**src/rtl/dac_pkg.sv**
```systemverilog
package dac_pkg;
  localparam int NUM_DOMAINS = 16;
  localparam int DOM_W       = $clog2(NUM_DOMAINS);
  localparam int DAC_W       = 2 * NUM_DOMAINS;
  localparam int FSR_W       = 32;

  typedef enum logic [1:0] {
    MODE_NOACC   = 2'b00,
    MODE_CLIENT  = 2'b01,
    MODE_RSVD    = 2'b10,
    MODE_MANAGER = 2'b11
  } dom_mode_e;

  typedef enum logic [3:0] {
    ST_NONE   = 4'b0000,
    ST_ALIGN  = 4'b0001,
    ST_DOMAIN = 4'b1001,
    ST_PERM   = 4'b1101
  } fault_st_e;
endpackage

```
**src/rtl/dac_fsr_reg.sv**
```systemverilog
module dac_fsr_reg
  import dac_pkg::*;
#(
  parameter int DW = DOM_W,
  parameter int OW = FSR_W
) (
  input  logic          clk,
  input  logic          rst_n,
  input  logic          load,
  input  logic          clr,
  input  fault_st_e     status,
  input  logic [DW-1:0] dom,
  output logic [OW-1:0] fsr
);
  localparam int CW = 4 + DW;
  logic [CW-1:0] cap_q;

  always_ff @(posedge clk or negedge rst_n) begin
    if (!rst_n)    cap_q <= '0;
    else if (load) cap_q <= {dom, status};
    else if (clr)  cap_q <= '0;
  end

  assign fsr = {{(OW-CW){1'b0}}, cap_q};

  a_r9_clear: assert property (@(posedge clk) disable iff (!rst_n)
    (clr && !load) |=> (fsr == '0));
  a_r8_hold: assert property (@(posedge clk) disable iff (!rst_n)
    (!clr && !load) |=> $stable(fsr));
  a_r11_load_wins: assert property (@(posedge clk) disable iff (!rst_n)
    load |=> (fsr[3:0] == $past(status)) && (fsr[CW-1:4] == $past(dom)));
endmodule

```
**config.mk**
```make
export PLATFORM = sky130hd
export DESIGN_NAME = dac_fsr_reg
export DESIGN_NICKNAME = d
export VERILOG_FILES = /design/src/rtl/dac_pkg.sv /design/src/rtl/dac_fsr_reg.sv
export SDC_FILE = /design/constraint.sdc
export NUM_CORES = 1
export LEC_CHECK = 0
export BUFFER_PORTS_ARGS = -buffer_cell sky130_fd_sc_hd__buf_2
export CAP_MARGIN = 15
export CORE_UTILIZATION = 35
export CTS_CLUSTER_SIZE = 30
export DETAILED_ROUTE_END_ITERATION = 8
export GPL_ROUTABILITY_DRIVEN = 0
export PLACE_DENSITY = 0.86
export SKIP_CTS_REPAIR_TIMING = 1
export SLEW_MARGIN = 20
export SYNTH_ARGS = -nofsm -noshare
export SYNTH_HDL_FRONTEND = slang
export SYNTH_SLANG_ARGS = --single-unit
```
**constraint.sdc**
```tcl
create_clock -name clk -period 0.8 [get_ports clk]
set_input_delay 0 -clock clk [delete_from_list [all_inputs] [get_ports clk]]
set_output_delay 0 -clock clk [all_outputs]
set_load 0.05 [all_outputs]
```
# ---- Yosys cells after proc, flatten, opt, wreduce, memory -nomap -nowiden
# Cells that the tools add are included.
# W data, S select, Z words.
dict set report totals {
  register_bits 8
  elab_cells 4
}
dict set report op_classes {
  mux 2
  n_reduce_logical 1
}
# cell n
set op_table {}
lappend op_table {{$mux W8} 2}
lappend op_table {{$reduce_bool A2 Y1} 1}

# ---- Depth between registers and ports, before layout
# Gate-level depths: netlist of the first run.
dict set report logic_depth {
  depth_word 2
  mapped_depth 3
  depth_no_buf 2
}

# ---- Worst setup path before layout of the first run
# No wires, ideal clock.
dict set report synth_path {
  kind {reg-to-reg}
  startpoint {register, netlist name cap_q[5]}
  endpoint {register cap_q[5]}
  arrival_ps 800
  path_slack_ps -121
  setup_time_ps 121
  stages_incl_launch_ff 2
  synth_period_minus_slack_ps 921
  path_buffers 0
  cell_sequence {dfrtp_1 -> a22o_1}
}
# element line_no
set synth_rtl {}
lappend synth_rtl {{end signal: assignment} dac_fsr_reg.sv:20} ;# else if (load) cap_q <= {dom, status};
lappend synth_rtl {{end: declaration} dac_fsr_reg.sv:16} ;# logic [CW-1:0] cap_q;

# ---- Worst setup path after layout of the first run
dict set report layout_path {
  startpoint {register cap_q[4]}
  endpoint {output fsr[4]}
}
# element line_no
set layout_rtl {}
lappend layout_rtl {{end: declaration} dac_fsr_reg.sv:13} ;# output logic [OW-1:0] fsr
# No word-level cell between the ends.

==> results.ini, run 1 <==
[layout]
antenna_cells=0
syn_to_final_growth_pct=33.2
drive_above_1_share_pct=44.3
largest_registers=cap_q: 8 flops
final_nets=84
regArea_um2=210
regMostFlops=cap_q
num-fill-cells=126
multi_input_area_um2=180
largest_reg_flops=8

[floorplan]
rows=13
die_w_um=39.2
io_pins=44
design.core.area_um2=1300
fp.dieH_um=39.2
dieArea_um2=1540
start_util_pct=37.3

[worst_setup_path]
startpoint_type=register
cpPeakStageDelay_ns=0.41
r2r-start=cap_q[4]
worstPathRequired_ns=0.80
crit_chain=buf_6
r2r_cells=1
crit_family=flip-flops
cp.arrival_ns=0.82
slowest_stage=dfrtp_2
r2r-end=cap_q[4]
critPathMaxFanout=2
end_kind=primary output
path_class=register to primary output
r2r_slack_ns=0.09
crit_buf_inv=1

[route]
drtAntennaViolNets=0
wl_per_cell_um=9.76
first_pass_iters=1
drc=0
met1_length_um=280
wl_um=830
top_layer=met3
vias_per_cell=3.81
vias=324
drtIter0Drc=0
route.met2.wl_um=484
dr_wl_met3_um=65

[logic_synthesis]
synth_area_leader_cell=dfrtp_1
synthTopCellsByArea=dfrtp_1, buf_4, a22o_1
synth-seq-cells=8
ys_seq_area_share_pct=41.2
synth_cell_types=6
synth_area_um2=485
synth_cells=43
syn_area_per_cell_um2=11.3
synth_top_family_by_area=buffers and inverters
synthAdderAreaFrac_pct=0
synth_simple_gate_area_share_pct=4.12
synth_mux_area_share_pct=0
synth_compound_gate_area_share_pct=14.4
ys_warn_count=0
synth_top_area_share_pct=41.2
synth_xor_area_share_pct=0

[global_routing]
grt_pass1_vias=256
grt-ovfl-total=0
grt_antenna_before_repair=0
grt_first_pass_wirelength_um=1010
grt.total_usage_pct=11.1
grt_max_degree=10

[sta]
rsz0062_at_grt=true
fmax_mhz=1230
worst_clock_skew_ns=0
setup-violations-final=5
finalCritPeriodShare_pct=102
hold_viol_final=2
slew_violations=0
hold_slack_ns=-0.00832
fin_ws_ns=-0.0156
timing.final.crit_period_ns=0.816

[hold_path]
worstHoldEndpoint=cap_q[0]
hold_depth=2
hold_path_class=input port to register
hold_path_startpoint=status[0]

[job]
cap_violations=0

[clocking]
numClockSinks=8
cts_buffers=3
clockBufferDepth=2
root_buffer=clkbuf_4
cts_max_level=1
cts_tree=done
path_clk_slew_ns=0.05
clk_latency_ns=0.24

[power_and_ir_drop]
total_power_mw=1.28
p_per_area_nw_per_um2=1990
leakage_nw=0.343
pwr-share-comb_pct=41.3
power_switching_mw=0.551
sw_frac_of_total_pct=42.9
clockPowerShare_pct=22.8
seqPwrFrac_pct=35.9
intPower_mw=0.734
peakVddDrop_mv=0.600

[placement]
place_ws_ns=0.115
portBuffers=19
dp_hpwl_um=544

[run_status]
violations=negative hold slack, negative setup slack
outcome=finished with violations

-- cells in the final DEF (no fill, tap or decap) --
cell / instances
buf_2: 11
dlygate4sd3_1: 7
buf_6: 8
a22o_1: 8
nor2_8: 1
dfrtp_2: 8
conb_1: 24
clkbuf_4: 3
-- layout make-up --
class	instances	area share [%]
Clock buffer	3	3.48
Multi-Input combinational cell	33	27.9
Sequential cell	8	32.5
Tap cell	15	2.90
Timing Repair Buffer	26	33.3
-- metal layers --
metal / global-route usage, % / vias up
met5: 0 / -
li1: - / 151
met2: 18.3 / 22
met4: 10.3 / 0
met3: 5.20 / 0
met1: 9.54 / 151
-- synthesized netlist by cell type, drive strengths merged --
cell   instances
a22o           8
buf           25
conb           1
dfrtp          8
nor2           1
-- power groups by stage --
stage	sequential [mW]	combinational (mW)	clock [mW]
2_1_floorplan	0.567	0.383	0
3_3_place_gp	0.458	0.464	0
3_5_place_dp	0.460	0.466	0
4_1_cts	0.453	0.468	0.310
5_1_grt	0.464	0.557	0.341
6_report	0.461	0.530	0.293
-- worst max path at each step --
stage / start / end / slack [ns] / cells after the start
2_1_floorplan: cap_q[0] / cap_q[0] / -0.02 / 1
3_5_place_dp: cap_q[4] / cap_q[4] / 0.12 / 1
4_1_cts: cap_q[4] / fsr[4] / -0.07 / 1
5_1_grt: cap_q[4] / fsr[4] / -0.04 / 1
6_report: cap_q[4] / fsr[4] / -0.02 / 1
3_3_place_gp: cap_q[5] / cap_q[5] / 0.13 / 1
-- per-stage QoR --
stage	instances	hold slack (ns)	setup TNS, ns	instance area (um^2)	util [%]
floorplan	66	-0.296	-0.134	582	-
detailed placement	75	-0.157	0	504	38.8
CTS	78	-0.423	-0.480	527	40.5
global placement	75	-0.154	0	504	38.8
finish	85	-0.00832	-0.0301	647	49.7
global route	85	-0.0221	-0.283	647	49.7
-- logic make-up (layout without fill, tap and decap cells) --
family / Yosys count / after routing
buffers and inverters: 25 / 29
AO/OA/AOI/OAI: 8 / 8
flip-flops: 8 / 8
other: 1 / 24
AND/OR/NAND/NOR: 1 / 1
Note: power is estimated with default switching activity, not from simulation.
==> inputs of run 2 (changes only) <==
Settings changed: PLACE_DENSITY 0.86 to unset, PLACE_DENSITY_LB_ADDON set to 0.12.
==> results.ini, run 2 (synthesis results as in run 1) <==
[run_status]
outcome=finished with violations  ; unchanged
violations=negative hold slack, negative setup slack  ; unchanged

[placement]
portBuffers=19  ; unchanged
dp.cells=75  ; unchanged
dp_hpwl_um=523  ; was 544 um

[clocking]
cts_buffers=3  ; unchanged
clockBufferDepth=2  ; unchanged
clk_latency_ns=0.25  ; was 0.24 ns
cts_max_level=1  ; unchanged
cts_tree=done  ; unchanged
numClockSinks=8  ; unchanged
root_buffer=clkbuf_4  ; unchanged
path_clk_slew_ns=0.05  ; about the same

[worst_setup_path]
path_class=register to primary output  ; unchanged
startpoint_type=register  ; unchanged
worstPathRequired_ns=0.80  ; about the same
slowest_stage=dfrtp_2  ; unchanged
cpPeakStageDelay_ns=0.41  ; about the same
worst-path-stages=1  ; unchanged
crit_buf_inv=1  ; unchanged
crit_family=flip-flops  ; unchanged
r2r-start=cap_q[0]  ; was cap_q[4]
crit_end=fsr[3]  ; was fsr[4]
r2r_cells=1  ; unchanged
crit_start=cap_q[3]  ; was cap_q[4]
cp.arrival_ns=0.81  ; was 0.82 ns
r2r-end=cap_q[0]  ; was cap_q[4]
critPathMaxFanout=2  ; unchanged
crit_chain=buf_6  ; unchanged
r2r_slack_ns=0.10  ; was 0.09 ns
end_kind=primary output  ; unchanged

[layout]
finalNonFillerCells=83  ; was 85
final_cell_mix=conb_1, buf_2, a22o_1, dfrtp_2, buf_6  ; unchanged
largest_reg_flops=8  ; unchanged
regMostFlops=cap_q  ; unchanged
num-fill-cells=121  ; was 126
largest_registers=cap_q: 8 flops  ; unchanged
antenna_cells=0  ; unchanged
syn_to_final_growth_pct=29.1  ; was 33.2%
drive_above_1_share_pct=45.6  ; was 44.3%
final_nets=82  ; was 84
final_common_cell=conb_1  ; unchanged

[floorplan]
design.core.area_um2=1300  ; unchanged
dieArea_um2=1540  ; unchanged
die_w_um=39.2  ; unchanged
start_util_pct=37.3  ; unchanged
rows=13  ; unchanged
fp.dieH_um=39.2  ; unchanged
io_pins=44  ; unchanged

[power_and_ir_drop]
clockPowerShare_pct=23.2  ; was 22.8%
p_per_area_nw_per_um2=2040  ; was 1990 nW/um^2
pwr-share-comb_pct=40.6  ; was 41.3%
leakage_nw=0.335  ; was 0.343 nW
peakVddDrop_mv=1.08  ; was 0.600 mV
intPower_mw=0.728  ; was 0.734 mW
power_switching_mw=0.550  ; was 0.551 mW
sw_frac_of_total_pct=43.1  ; was 42.9%
total_power_mw=1.28  ; about the same
seqPwrFrac_pct=36.2  ; was 35.9%

[global_routing]
grt_use_met1_pct=12.1  ; was 9.54%
grt_first_pass_wirelength_um=1040  ; was 1010 um
grt-ovfl-total=0  ; unchanged
grt_max_degree=10  ; unchanged
grt_antenna_before_repair=0  ; unchanged
grt-busiest-layer=met2  ; unchanged
grt_pass1_vias=242  ; was 256
grt_util_met3_pct=8.67  ; was 5.20%
grt_util_met2_pct=17.5  ; was 18.3%
grt.total_usage_pct=11.3  ; was 11.1%

[route]
wl_per_cell_um=8.99  ; was 9.76 um
drtIter0Drc=1  ; was 0
vias_per_cell=3.90  ; was 3.81
drc=0  ; unchanged
drtAntennaViolNets=0  ; unchanged
first_pass_iters=2  ; was 1
wl_um=746  ; was 830 um
vias=324  ; unchanged

[sta]
finalCritPeriodShare_pct=102  ; about the same
hold_viol_final=3  ; was 2
worst_clock_skew_ns=0  ; unchanged
setup-violations-final=7  ; was 5
hold_slack_ns=-0.0163  ; was -0.00832 ns
fmax_mhz=1230  ; about the same
timing.final.crit_period_ns=0.814  ; was 0.816 ns
slew_violations=0  ; unchanged
rsz0062_at_grt=true  ; unchanged
final.setup.tns_ns=-0.0534  ; was -0.0301 ns
fin_ws_ns=-0.0135  ; was -0.0156 ns

[hold_path]
hold_path_class=input port to register  ; unchanged

[job]
cap_violations=0  ; unchanged

## run 2: layout make-up
| type | instances | area [um^2] | area share, % |
|---|---|---|---|
| clock buffer | 3 | 22.5 | 3.59 |
| multi-input combinational | 33 | 180 | 28.7 |
| sequential | 8 | 210 | 33.5 |
| tap | 15 | 18.8 | 2.99 |
| timing repair buffer | 24 | 195 | 31.1 |
## run 2: metrics by stage
| step | utilization (%) | cell area, um^2 | setup slack, ns | hold slack [ns] |
|---|---|---|---|---|
| after global routing | 48.2 | 627 | -0.0338 | -0.00388 |
| after global placement | 38.8 | 504 | 0.124 | -0.147 |
| after floorplan | - | 582 | -0.0167 | -0.296 |
| final | 48.2 | 627 | -0.0135 | -0.0163 |
| after CTS | 40.5 | 527 | -0.0682 | -0.421 |
| after detailed placement | 38.8 | 504 | 0.121 | -0.148 |
## run 2: worst min path at each step
stage	startpoint	end	depth (start not counted)
5_1_grt	status[0]	cap_q[0]	2
3_3_place_gp	rst_n	cap_q[6]	1
6_report	dom[1]	cap_q[5]	2
4_1_cts	rst_n	cap_q[1]	1
2_1_floorplan	rst_n	cap_q[0]	0
3_5_place_dp	rst_n	cap_q[6]	1
## run 2: power by group through the flow
| stage | Sequential [mW] | Clock [mW] | Combinational [mW] |
|---|---|---|---|
| floorplan | 0.567 | 0 | 0.383 |
| global placement | 0.461 | 0 | 0.465 |
| detailed placement | 0.460 | 0 | 0.467 |
| CTS | 0.455 | 0.309 | 0.466 |
| global route | 0.466 | 0.320 | 0.549 |
| finish | 0.462 | 0.296 | 0.519 |
## run 2: per-layer routing
layer / part of all wire (%) / wire [um] / vias up
li1: - / - / 148
met1: 39 / 291 / 154
met2: 53 / 393 / 22
met3: 8.0 / 60 / 0
met4: 0 / 0 / 0
met5: 0 / 0 / -
